$ cat src/rtl/nandcfg_pkg.sv
package nandcfg_pkg;

    localparam int SEL_W = 3;

    typedef enum logic [SEL_W-1:0] {
        SEL_CMD = 3'd0,
        SEL_CFG = 3'd1,
        SEL_TIM = 3'd2,
        SEL_KEY = 3'd3,
        SEL_CEC = 3'd4
    } reg_sel_e;

    // Field order matters: the packed layout puts wprot at bit 3, wide_bus at bit 0.
    typedef struct packed {
        logic wprot;
        logic large_blk;
        logic long_addr;
        logic wide_bus;
    } cfg_t;

    localparam int CFG_W = $bits(cfg_t);

    typedef struct packed {
        logic hit_cmd;
        logic hit_cfg;
        logic hit_tim;
        logic hit_key;
        logic hit_cec;
        logic key_ok;
        logic soft_rst;
    } wr_dec_t;

    function automatic logic is_protected(input wr_dec_t d);
        return d.hit_cfg | d.hit_tim;
    endfunction

    function automatic logic cancels_unlock(input wr_dec_t d);
        return d.hit_cmd | d.hit_cec | d.hit_cfg | d.hit_tim;
    endfunction

endpackage

$ cat src/rtl/nandcfg_decode.sv
module nandcfg_decode
    import nandcfg_pkg::*;
#(
    parameter int              KEY_W      = 16,
    parameter logic [KEY_W-1:0] UNLOCK_KEY = 16'hA25E,
    parameter int              CMD_W      = 8,
    parameter logic [CMD_W-1:0] RESET_CODE = 8'hFF
) (
    input  logic             wr_en,
    input  logic [SEL_W-1:0] wr_sel,
    input  logic [KEY_W-1:0] key_field,
    input  logic [CMD_W-1:0] cmd_field,
    output wr_dec_t          dec
);

    always_comb begin
        dec = '0;
        if (wr_en) begin
            unique case (reg_sel_e'(wr_sel))
                SEL_CMD: begin
                    dec.hit_cmd  = 1'b1;
                    dec.soft_rst = (cmd_field == RESET_CODE);
                end
                SEL_CFG: dec.hit_cfg = 1'b1;
                SEL_TIM: dec.hit_tim = 1'b1;
                SEL_KEY: begin
                    dec.hit_key = 1'b1;
                    dec.key_ok  = (key_field == UNLOCK_KEY);
                end
                SEL_CEC: dec.hit_cec = 1'b1;
                default: dec = '0;
            endcase
        end
    end

endmodule

$ cat src/rtl/nandcfg_lock.sv
module nandcfg_lock
    import nandcfg_pkg::*;
(
    input  logic    clk,
    input  logic    rst,
    input  wr_dec_t dec,
    output logic    armed,
    output logic    grant,
    output logic    fault
);

    logic prot_hit;
    logic drop_arm;
    logic soft_unused;

    assign prot_hit    = is_protected(dec);
    assign drop_arm    = cancels_unlock(dec);
    assign grant       = prot_hit & armed;
    assign soft_unused = dec.soft_rst;

    always_ff @(posedge clk) begin
        if (rst) begin
            armed <= 1'b0;
            fault <= 1'b0;
        end else begin
            fault <= prot_hit & ~armed;
            if (dec.hit_key) begin
                armed <= dec.key_ok;
            end else if (drop_arm) begin
                armed <= 1'b0;
            end
        end
    end

endmodule

$ cat src/rtl/nandcfg_regs.sv
module nandcfg_regs
    import nandcfg_pkg::*;
#(
    parameter int TIM_W = 27
) (
    input  logic             clk,
    input  logic             rst,
    input  wr_dec_t          dec,
    input  logic             grant,
    input  logic [TIM_W-1:0] wdata,
    output cfg_t             cfg_q,
    output logic [TIM_W-1:0] tim_q,
    output logic             cec_q
);

    logic dec_unused;
    assign dec_unused = dec.hit_cmd ^ dec.hit_key ^ dec.key_ok;

    always_ff @(posedge clk) begin
        if (rst || dec.soft_rst) begin
            cfg_q <= '0;
            tim_q <= '0;
            cec_q <= 1'b0;
        end else begin
            if (grant && dec.hit_cfg) begin
                cfg_q <= cfg_t'(wdata[CFG_W-1:0]);
            end
            if (grant && dec.hit_tim) begin
                tim_q <= wdata;
            end
            if (dec.hit_cec) begin
                cec_q <= wdata[0];
            end
        end
    end

endmodule

$ cat src/rtl/nandcfg_rdmux.sv
module nandcfg_rdmux
    import nandcfg_pkg::*;
#(
    parameter int DATA_W = 32,
    parameter int TIM_W  = 27
) (
    input  logic [SEL_W-1:0]  rd_sel,
    input  cfg_t              cfg_q,
    input  logic [TIM_W-1:0]  tim_q,
    input  logic              armed,
    input  logic              cec_q,
    output logic [DATA_W-1:0] rd_data
);

    always_comb begin
        rd_data = '0;
        unique case (reg_sel_e'(rd_sel))
            SEL_CFG: rd_data = DATA_W'(cfg_q);
            SEL_TIM: rd_data = DATA_W'(tim_q);
            SEL_KEY: rd_data = DATA_W'(armed);
            SEL_CEC: rd_data = DATA_W'(cec_q);
            default: rd_data = '0;
        endcase
    end

endmodule

$ cat src/rtl/nandcfg_regfile.sv
module nandcfg_regfile
    import nandcfg_pkg::*;
#(
    parameter int               DATA_W     = 32,
    parameter int               TIM_W      = 27,
    parameter int               KEY_W      = 16,
    parameter logic [KEY_W-1:0] UNLOCK_KEY = 16'hA25E,
    parameter int               CMD_W      = 8,
    parameter logic [CMD_W-1:0] RESET_CODE = 8'hFF
) (
    input  logic              clk,
    input  logic              rst,
    input  logic              wr_en,
    input  logic [SEL_W-1:0]  wr_sel,
    input  logic [DATA_W-1:0] wr_data,
    input  logic [SEL_W-1:0]  rd_sel,
    output logic [DATA_W-1:0] rd_data,
    output logic              cfg_wprot,
    output logic              cfg_large_blk,
    output logic              cfg_long_addr,
    output logic              cfg_wide_bus,
    output logic [TIM_W-1:0]  timing_word,
    output logic              ce_auto,
    output logic              wp_fault
);

    wr_dec_t          dec;
    logic             armed;
    logic             grant;
    cfg_t             cfg_q;
    logic [TIM_W-1:0] tim_q;
    logic             cec_q;

    generate
        if (DATA_W > TIM_W) begin : g_spare
            logic spare_unused;
            assign spare_unused = ^wr_data[DATA_W-1:TIM_W];
        end
    endgenerate

    nandcfg_decode #(
        .KEY_W      (KEY_W),
        .UNLOCK_KEY (UNLOCK_KEY),
        .CMD_W      (CMD_W),
        .RESET_CODE (RESET_CODE)
    ) u_decode (
        .wr_en     (wr_en),
        .wr_sel    (wr_sel),
        .key_field (wr_data[KEY_W-1:0]),
        .cmd_field (wr_data[CMD_W-1:0]),
        .dec       (dec)
    );

    nandcfg_lock u_lock (
        .clk   (clk),
        .rst   (rst),
        .dec   (dec),
        .armed (armed),
        .grant (grant),
        .fault (wp_fault)
    );

    nandcfg_regs #(
        .TIM_W (TIM_W)
    ) u_regs (
        .clk   (clk),
        .rst   (rst),
        .dec   (dec),
        .grant (grant),
        .wdata (wr_data[TIM_W-1:0]),
        .cfg_q (cfg_q),
        .tim_q (tim_q),
        .cec_q (cec_q)
    );

    nandcfg_rdmux #(
        .DATA_W (DATA_W),
        .TIM_W  (TIM_W)
    ) u_rdmux (
        .rd_sel  (rd_sel),
        .cfg_q   (cfg_q),
        .tim_q   (tim_q),
        .armed   (armed),
        .cec_q   (cec_q),
        .rd_data (rd_data)
    );

    assign cfg_wprot     = cfg_q.wprot;
    assign cfg_large_blk = cfg_q.large_blk;
    assign cfg_long_addr = cfg_q.long_addr;
    assign cfg_wide_bus  = cfg_q.wide_bus;
    assign timing_word   = tim_q;
    assign ce_auto       = cec_q;

endmodule

$ cat config.mk
export PLATFORM = sky130hd
export DESIGN_NAME = nandcfg_regfile
export DESIGN_NICKNAME = d
export VERILOG_FILES = /design/src/rtl/nandcfg_pkg.sv /design/src/rtl/nandcfg_decode.sv /design/src/rtl/nandcfg_lock.sv /design/src/rtl/nandcfg_regs.sv /design/src/rtl/nandcfg_rdmux.sv /design/src/rtl/nandcfg_regfile.sv
export SDC_FILE = /design/constraint.sdc
export NUM_CORES = 1
export LEC_CHECK = 0
export BUFFER_PORTS_ARGS = -buffer_cell sky130_fd_sc_hd__buf_2
export CORE_MARGIN = 4
export CORE_UTILIZATION = 40
export CTS_CLUSTER_DIAMETER = 40
export DETAILED_ROUTE_END_ITERATION = 8
export PLACE_DENSITY_LB_ADDON = 0.12
export SYNTH_ARGS = -nofsm -noshare
export SYNTH_HDL_FRONTEND = slang
export SYNTH_SLANG_ARGS = --single-unit
export TNS_END_PERCENT = 50
$ cat constraint.sdc
create_clock -name clk -period 1.1 [get_ports clk]
set_input_delay 0.11 -clock clk [delete_from_list [all_inputs] [get_ports clk]]
set_output_delay 0.11 -clock clk [all_outputs]
set_load 0.02 [all_outputs]
==> metrics, run 1 <==
status complete, but fails checks; failing checks setup timing; CTS Buf Count 5; Clk network pwr share between 30 and 40%; Worst Setup Start Kind flop; Cell Area, Synth about 1900 um2; Synth area leaders dfxtp_1 (36%), a21oi_2 (13%), nand3_1 (8.2%); fraction of layout cells with a size suffix above 1 between 60% and 70%; Core ar. between 4000 and 5000 um2; die width about 77 um; # clock sinks 34; Total Power roughly 2.5 mW; f_max 757 MHz; CP arrival 1.21 ns; Max VDD drop 0.548 mV; first-pass GRT wire length roughly 10 mm; initial core utilization between 40% and 50%; largest net degree at the start of global routing 28; clk_lat worst skew roughly 0.29 ns; Max-slew headroom 60.6%; total negative setup slack -3.66 ns; nets@finish about 360; Worst-Margin Slew ~0.59 ns; R2R depth 6; RSZ-0062 raised after global routing true; total leakage power ~1.2 nW; PnR worst setup slack -0.221 ns; Vias approximately 2000; commonest non-fill, non-tap cell in the layout buf_2; Async S/R FF share, synth 0%; Die H 76.7 um; hpwl dp roughly 3.9 mm; combinational share of power a little over an eighth; count of input and output buffers 95; Max-Cap Viols 0; flop2flop setup slack -0.14 ns; Worst-path clk slew about 0.070 ns; gpl congestion about 0.80; DRT iter0 DRCs between 80 and 90; Ys Warns 0; vias per inst 5.33; first-pass iteration count of the detailed router 4; final wirelength around 6.0 mm; clock buffer depth 2; Layout area overhead 54.3%; Slew Viols, Final 0; Clock Skews roughly 0.0071 ns; most frequent cells in the layout buf_2 (89), nand3_2 (30), a21oi_2 (30); library cells used by synthesis 35; syn_area_per_cell 8.87 um2; post-DR wirelength/cell ~16 um; TritonCTS clock tree built; Critical Path Fanout Max 2; Clock Root Buffer clkbuf_8; crit path time final 1.32 ns; worst stage delay on the critical path about 0.35 ns; Int Pwr around 1.9 mW; Hold Path Depth 2; PwrDens around 870 nW/um2; row count 24; Total GRT Usage around a fifth; top-area cell type share of the netlist area roughly 36%; number of diodes 0; DRC 0; largest area contributor in the netlist dfxtp_1; Final Setup Violations 33; DRT antenna net count 0; EDFF count, synth 0; Sw Ratio between 20% and 30%; crit path cell chain mux2i_1 -> nor2_1 -> mux2_4 -> buf_6; Tcrit/Tclk final 120%; critical path's slowest cell dfxtp_4; sequential power share a little under 50%; global route overflow 0; H-tree Lvls 2; IO Pins 106; Req. time, crit path about 0.99 ns; register area share after synthesis a little over a third; Setup CP Type flop to output port; initial antenna violation count 0; Synth Instances 213; worst hold path type primary input to flop; predominant post-synthesis flop cell dfxtp_1; Yosys reg bits 34; Hold Fails Final Rpt 0; crit end category output port; total die area 5890 um2; vias in the first global route approximately 2100; Net Switching around 0.67 mW
[final timing paths]
path / from / end
max: u_lock.armed / rd_data[0]
min: rst / u_lock.fault
max reg2reg: u_lock.armed / u_regs.cfg_q[3]
min reg2reg: u_regs.tim_q[6] / u_regs.tim_q[6]
[metrics by stage]
stage | worst slack, ns | hold slack (ns) | instance area, um2 | utilization, % | instances
detailed placement | -0.0927 | 0.354 | 2470 | 55.3 | 360
global placement | -0.0628 | 0.360 | 2470 | 55.3 | 360
finish | -0.221 | 0.0527 | 2920 | 65.2 | 374
CTS | -0.230 | 0.0394 | 2850 | 63.8 | 374
global route | -0.260 | 0.0528 | 2920 | 65.2 | 374
floorplan | 0.0141 | 0.192 | 1900 | - | 217
[Yosys cell counts (4+ instances only)]
master,n
dfxtp_1,34
nor2b_1,4
nor2_1,4
clkbuf_1,4
buf_4,9
buf_2,5
a21oi_2,29
o21ai_1,5
nand3_1,31
o21ai_0,27
and2_1,23
[cell type report]
cell class / instances / area (um2)
clock inverter: 2 / 12.5
timing repair buffer: 120 / 823
multi-input combinational: 160 / 1240
tap: 52 / 65.1
fill: 388 / 1560
clock buffer: 6 / 82.6
sequential: 34 / 691
[sequential cells by signal, indices dropped and copies added, names as in the netlist]
| register | cells |
|---|---|
| u_regs.tim_q | 27 |
| u_regs.cfg_q | 4 |
| u_lock.armed | 1 |
| u_regs.cec_q | 1 |
| u_lock.fault | 1 |
[power by group through the flow]
stage / registers, mW / logic, mW / clock network, mW
CTS: 1.23 / 0.318 / 1.00
global placement: 1.26 / 0.291 / 0
floorplan: 1.26 / 0.155 / 0
global route: 1.23 / 0.354 / 1.05
detailed placement: 1.26 / 0.293 / 0
finish: 1.23 / 0.330 / 0.975
[layer usage]
metal / vias to the layer above / GRT usage (%) / routed length (um)
li1: 964 / - / -
met1: 938 / 24.5 / 2500
met2: 79 / 36.9 / 3000
met3: 12 / 5.50 / 406
met4: 0 / 7.25 / 121
met5: - / 0 / 0
[logic make-up (layout without fill, tap and decap cells)]
kind of cell | count (synthesis) | count (layout) | synth area share (%)
and+or+nand+nor | 83 | 83 | 27.1
other | 1 | 5 | 0.198
muxes | 3 | 3 | 1.66
buffers and inverters | 23 | 128 | 9.40
AOI/OAI and AO/OA | 69 | 69 | 25.6
DFF | 34 | 34 | 36.0
[worst max-delay path: cells and delay by family (launching register included)]
family	cells	cell delay, ns
mux	2	0.39
flops	1	0.35
buf+inv	1	0.13
simple gates	1	0.05
[what timing repair did]
item,CTS,global route
hold buffers,0,0
gates cloned,3,0
resized for setup,48,29
setup endpoints to repair,34,58
buffers inserted,3,0
pin swaps,1,3
hold endpoints to repair,0,0
Note: power is estimated with default switching activity, not from simulation.
==> run 2: changes to the inputs <==
--- a/config.mk
+++ b/config.mk
@@ -11,6 +11,7 @@
 export CTS_CLUSTER_DIAMETER = 40
 export DETAILED_ROUTE_END_ITERATION = 8
 export PLACE_DENSITY_LB_ADDON = 0.12
+export REMOVE_ABC_BUFFERS = 1
 export SYNTH_ARGS = -nofsm -noshare
 export SYNTH_HDL_FRONTEND = slang
 export SYNTH_SLANG_ARGS = --single-unit
==> constraint.sdc (replaced) <==
create_clock -name clk -period 1.1 [get_ports clk]
set_input_delay 0.055 -clock clk [delete_from_list [all_inputs] [get_ports clk]]
set_output_delay 0.055 -clock clk [all_outputs]
set_load 0.02 [all_outputs]
==> run 2 against run 1 <==
  * The flow still finishes with violations (setup timing)
  * Combinational power decreased by 6.4%
  * Via count fell by 4.7%
  * Final cell count down 0.53%
  * Count of clock-buffer cells in the layout rose by 1
  * Routed wire length down 8.5%
  * Non-clock buffer count shrank 2
  * Critical path depth grew 1
  * Hold slack got worse by 0.046 ns
  * Design area decreased by 5.5%
  * Utilization shrank 3.6 points
  * Setup slack better by 0.086 ns
  * Clock skew decreased by 0.0046 ns
==> metrics, run 2 (synthesized netlist as in run 1, its figures left out) <==
Layout area overhead 45.9%; DRC 0 (unchanged); Total Power 2.49 mW (-1.8%); dpl cells 360 (unchanged); fraction of layout cells with a size suffix above 1 58.4% (-5.8 points); R2R depth 5 (-1); initial antenna violation count 0 (unchanged); Final Setup Violations 32 (-3.0%); Total GRT Usage 18.1% (-2.9 points); Hold Crit Start wr_data[21]; f_max 810 MHz (+7.0%); footprint of the multi-input gates 1150 um2 (-7.6%); # clock sinks 34 (unchanged); status complete, but fails checks; largest net degree at the start of global routing 32 (+14%); Die H 76.7 um (unchanged); total negative setup slack -3.30 ns (+0.363 ns); Non-Filler Instances 372 (-0.53%); global route overflow 0 (unchanged); initial core utilization 42.2% (unchanged); first-pass iteration count of the detailed router 4 (unchanged); first-pass GRT wire length 8.87 mm (-13%); Worst-path clk slew 0.07 ns (about the same); total die area 5890 um2 (unchanged); die width 76.7 um (unchanged); WHS Endpoint u_regs.tim_q[21]; worst path buffer plus inverter count 2 (+1); DRT iter0 DRCs 94 (+5.6%); Hold Fails Final Rpt 0 (unchanged); RR Startpoint u_lock.armed; DRT antenna net count 0 (unchanged); vias per inst 5.11 (-4.2%); commonest non-fill, non-tap cell in the layout buf_2; nets@finish 360 (-0.55%); IO Pins 106 (unchanged); Req. time, crit path 1.32 ns (+0.33 ns); Clock Skews 0.00244 ns (-0.00465 ns); Reg area 687 um2 (-0.54%); crit path time final 1.23 ns (-0.0862 ns); hold slack 0.00682 ns (-0.0459 ns); Vias 1900 (-4.7%); most frequent cells in the layout buf_2 (93), a21oi_2 (30), dfxtp_1 (29); reg2reg end u_regs.cfg_q[1]; count of input and output buffers 95 (unchanged); # fillers 418 (+7.7%); worst hold path type primary input to flop; total leakage power 1.19 nW (-1.8%); failing checks setup timing; H-tree Lvls 2 (unchanged); PnR worst setup slack -0.135 ns (+0.0862 ns); CP arrival 1.46 ns (+0.25 ns); post-DR wirelength/cell 14.8 um (-8.0%); Critical Path Fanout Max 15 (+13); clk_lat worst skew 0.28 ns (about the same); largest registers u_regs.tim_q: 27 flops, u_regs.cfg_q: 4 flops; Max VDD drop 0.593 mV (+8.4%); final wirelength 5.52 mm (-8.5%); Worst Setup Start Kind flop; worst stage delay on the critical path 0.33 ns (-0.02 ns); Tcrit/Tclk final 112% (-7.8 points); max reg flops 27 (unchanged); CTS Buf Count 5 (unchanged); hpwl dp 3.89 mm (-1.2%); Reg with most FFs u_regs.tim_q; flop2flop setup slack -0.13 ns (about the same); row count 24 (unchanged); crit path cell chain buf_4 -> and3b_2 -> clkbuf_16 -> nand3_1 -> a21oi_2; Slew Viols, Final 0 (unchanged); PwrDens 903 nW/um2 (+3.9%); RSZ-0062 raised after global routing true; top cell family by delay on the critical path simple AND/OR/NAND/NOR gates; critical path's slowest cell dfxtp_2; crit end category flop; vias in the first global route 1865 (-12%); Max-Cap Viols 0 (unchanged); Clock Root Buffer clkbuf_8; clock buffer depth 2 (unchanged); Core ar. 4470 um2 (unchanged); gpl congestion 0.745 (-7.1%); Hold Path Depth 3 (+1); number of diodes 0 (unchanged); TritonCTS clock tree built; Setup CP Type flop to flop
[run 2: cell types whose count changed in the layout (fill, tap and decap cells not counted), sizes merged]
cell,before,now
clkbuf,6,9
buf,120,116
clkinvlp,1,0
[run 2: routing by layer]
metal | routed length (um) | track usage [%] | part of all wire [%]
met2 | 2580 | 29.3 | 47
met4 | 17 | 4.35 | 0.31
met5 | 0 | 0 | 0
met1 | 2520 | 23.4 | 46
met3 | 408 | 5.62 | 7.4
[run 2: per-stage QoR]
step | util (%) | setup WS [ns] | cell area, um2
after CTS | 58.0 | -0.131 | 2600
after global placement | 55.3 | 0.000505 | 2470
after floorplan | - | -0.287 | 1730
after detailed placement | 55.3 | -0.0365 | 2470
after global routing | 61.6 | -0.193 | 2760
final | 61.6 | -0.135 | 2760
[run 2: area by class of cell]
type	instances	area share, %
multi-input cells	160	41.6
repair buffers	118	27.8
flip-flops and latches	34	24.9
clock buffers	7	3.13
well taps	52	2.36
clock inverters	1	0.182
[run 2: worst max path at each step]
stage | start | cells after the start | to
after detailed placement | u_lock.armed | 4 | u_regs.tim_q[12]
after floorplan | u_lock.armed | 3 | u_regs.tim_q[10]
final | u_lock.armed | 5 | u_regs.cfg_q[1]
after global placement | u_lock.armed | 4 | u_regs.tim_q[26]
after CTS | u_lock.armed | 4 | rd_data[0]
after global routing | u_lock.armed | 5 | u_regs.tim_q[18]
[run 2: power breakdown]
part	switching [mW]	internal (mW)
clock	0.442	0.505
combinational	0.177	0.132
sequential	0.000936	1.23
total	0.620	1.87
[run 2: worst register-to-register path: cells and delay by family, from the launching register on]
kind	cells	cell delay, ns
DFF	1	0.33
and+or+nand+nor	2	0.39
AOI/OAI and AO/OA	1	0.13
buffers and inverters	2	0.33
[run 2: repair_timing]
item / CTS / global route
buffers inserted: 2 / 0
gates cloned: 0 / 2
pin swaps: 0 / 9
endpoints found under the setup margin: 30 / 43
hold buffers: 0 / 0
resized for setup: 31 / 29
==> run 3: changes to the inputs <==
--- a/config.mk
+++ b/config.mk
@@ -6,8 +6,10 @@
 export NUM_CORES = 1
 export LEC_CHECK = 0
 export BUFFER_PORTS_ARGS = -buffer_cell sky130_fd_sc_hd__buf_2
+export CELL_PAD_IN_SITES_DETAIL_PLACEMENT = 1
+export CELL_PAD_IN_SITES_GLOBAL_PLACEMENT = 1
 export CORE_MARGIN = 4
-export CORE_UTILIZATION = 40
+export CORE_UTILIZATION = 28
 export CTS_CLUSTER_DIAMETER = 40
 export DETAILED_ROUTE_END_ITERATION = 8
 export PLACE_DENSITY_LB_ADDON = 0.12
==> run 3 against run 2 <==
  * The flow still finishes with violations (setup timing)
  * Design area up 10%
  * Global-route usage down 0.47 points
  * Count of clock-buffer cells in the layout unchanged
  * Combinational power up 18%
  * Hold slack better by 0.0015 ns
  * Utilization down 15 points
  * Final cell count up 9.7%
  * Sequential cell count unchanged
  * Non-clock buffer count up 11
  * Sequential share of layout area down 2.4 points
  * Critical path depth down 1
  * Highest routed layer unchanged
==> metrics, run 3 (synthesized netlist as in run 1, its figures left out) <==
status complete, but fails checks; failing checks setup timing; dpl cells 386 (+7.2%); first-pass iteration count of the detailed router 4 (unchanged); max reg flops 27 (unchanged); Clock Skews 0.00300 ns (+0.000560 ns); Hold Fails Final Rpt 0 (unchanged); post-DR wirelength/cell 17.5 um (+18%); GR peak layer met2; IO Pins 106 (unchanged); Max VDD drop 0.366 mV (-38%); largest net degree at the start of global routing 32 (unchanged); initial antenna violation count 0 (unchanged); crit path cell chain mux2i_1 -> nor2_1 -> mux2_4 -> buf_6; PnR worst setup slack -0.160 ns (-0.0254 ns); PwrDens 855 nW/um2 (-5.3%); Tcrit/Tclk final 115% (+2.3 points); CTS Buf Count 5 (unchanged); row count 29 (+21%); initial core utilization 29.3% (-13 points); worst path buffer plus inverter count 1 (-1); # fillers 762 (+82%); Int Pwr 1.89 mW (+1.2%); TritonCTS clock tree built; combinational share of power 14.0% (+1.6 points); total leakage power 1.25 nW (+4.7%); crit end category output port; fraction of layout cells with a size suffix above 1 61.6% (+3.2 points); f_max 793 MHz (-2.0%); top cell family by delay on the critical path multiplexers; Die H 90.1 um (+17%); final wirelength 7.14 mm (+29%); M2 GR Usage 29.6% (+0.29 points); met3 Use GR 4.67% (-0.95 points); vias per inst 5.02 (-1.6%); Vias 2050 (+7.9%); Worst-Margin Slew between 0.5 and 0.6 ns; vias in the first global route 2126 (+14%); Final Setup Violations 32 (unchanged); Critical Path Fanout Max 2 (-13); most frequent cells in the layout buf_2 (90), a21oi_2 (30), dfxtp_1 (30); H-tree Lvls 2 (unchanged); clk_lat worst skew 0.29 ns (about the same); clock buffer depth 2 (unchanged); Max-Cap Viols 0 (unchanged); hpwl dp 4.73 mm (+22%); Reg with most FFs u_regs.tim_q; Slew Viols, Final 0 (unchanged); total die area 8130 um2 (+38%); Net Switching 0.708 mW (+14%); CP arrival 1.21 ns (-0.25 ns); count of input and output buffers 95 (unchanged); Core ar. 6460 um2 (+44%); # clock sinks 34 (unchanged); crit path time final 1.26 ns (+0.0254 ns); commonest non-fill, non-tap cell in the layout buf_2; global route overflow 0 (unchanged); Max-slew headroom 60.4%; Sw Ratio 27.2% (+2.3 points); DRT antenna net count 0 (unchanged); Layout area overhead 61.0%; sequential power share 47.4% (-2.1 points); die width 90.1 um (+17%); nets@finish 371 (+3.1%); first-pass GRT wire length 11.7 mm (+32%); RSZ-0062 raised after global routing true; DRT iter0 DRCs 37 (-61%); Worst-path clk slew 0.07 ns (about the same); largest registers u_regs.tim_q: 27 flops, u_regs.cfg_q: 4 flops; worst stage delay on the critical path 0.33 ns (about the same); Worst Setup Start Kind flop; Total GRT Usage 17.6% (-0.47 points); critical path's slowest cell dfxtp_2; Placement Setup Slack -0.0327 ns (+0.00378 ns); Clock Root Buffer clkbuf_8; gpl congestion 0.734 (-1.4%); Setup CP Type flop to output port; Req. time, crit path 1.04 ns (-0.28 ns); Clk network pwr share 38.6% (+0.6 points); DRC 0 (unchanged); number of diodes 0 (unchanged); worst hold path type primary input to flop; Total Power 2.60 mW (+4.5%); Non-Filler Instances 408 (+9.7%); met1 Track Usage GR 22.6% (-0.77 points)
-- run 3: changes by cell type in the layout (fill, tap and decap cells not counted), sizes merged --
cell         previous run  this run
dlygate4sd3             0         8
clkbuf                  9         7
buf                   116       121
-- run 3: path summary, 6_finish.rpt --
| check | from | to | slack (ns) | cells after the start |
|---|---|---|---|---|
| worst min-delay path | wr_data[13] | u_regs.tim_q[13] | 0.008 | 3 |
| worst max-delay path | u_lock.armed | rd_data[0] | -0.16 | 4 |
| worst max register to register | u_lock.armed | u_regs.tim_q[2] | -0.15 | 6 |
| worst min register to register | u_regs.cfg_q[3] | u_regs.cfg_q[3] | 0.51 | 2 |
-- run 3: layer usage --
metal / wire length (um) / up-vias
met5: 0 / -
met4: 61 / 0
met3: 373 / 7
met2: 3510 / 63
met1: 3190 / 994
li1: - / 986
-- run 3: what timing repair did --
item	4_1_cts	5_1_grt
setup endpoints to repair	29	43
buffers inserted	4	1
cloned	3	0
endpoints found under the hold margin	8	0
gates resized for setup	53	26
hold buffers	8	0
pin swaps	12	8
-- run 3: worst reg2reg max path, stage by stage (launching register included) --
cell and delay, ns:
dfxtp_2 0.35, buf_6 0.10, and3b_2 0.25, buf_6 0.15, buf_16 0.15, nand3_4 0.07
a21oi_2 0.13
-- run 3: layout make-up --
| cell class | count | area (um2) | share of cell area, % |
|---|---|---|---|
| clock buffers | 7 | 86.3 | 2.84 |
| clock inverters | 1 | 5.00 | 0.165 |
| multi-input cells | 160 | 1280 | 42.0 |
| flip-flops and latches | 34 | 686 | 22.5 |
| well taps | 77 | 96.3 | 3.17 |
| repair buffers | 129 | 892 | 29.3 |
-- run 3: metrics by stage --
step / TNS, ns / hold WS (ns) / instance area [um2] / utilization, %
6_report: -3.15 / 0.00830 / 3040 / 47.1
5_1_grt: -4.65 / 0.0143 / 3040 / 47.1
4_1_cts: -3.49 / 0.00309 / 2990 / 46.3
3_5_place_dp: -0.563 / 0.302 / 2530 / 39.1
3_3_place_gp: -0.408 / 0.305 / 2530 / 39.1
2_1_floorplan: -8.81 / 0.137 / 1730 / -
-- run 3: power groups by stage --
stage                     Sequential, mW  Clock, mW  Combinational [mW]
after floorplan                     1.26          0              0.0998
after global placement              1.26          0               0.302
after detailed placement            1.26          0               0.301
after CTS                           1.23       1.03               0.349
after global routing                1.23       1.06               0.393
final                               1.23       1.00               0.365
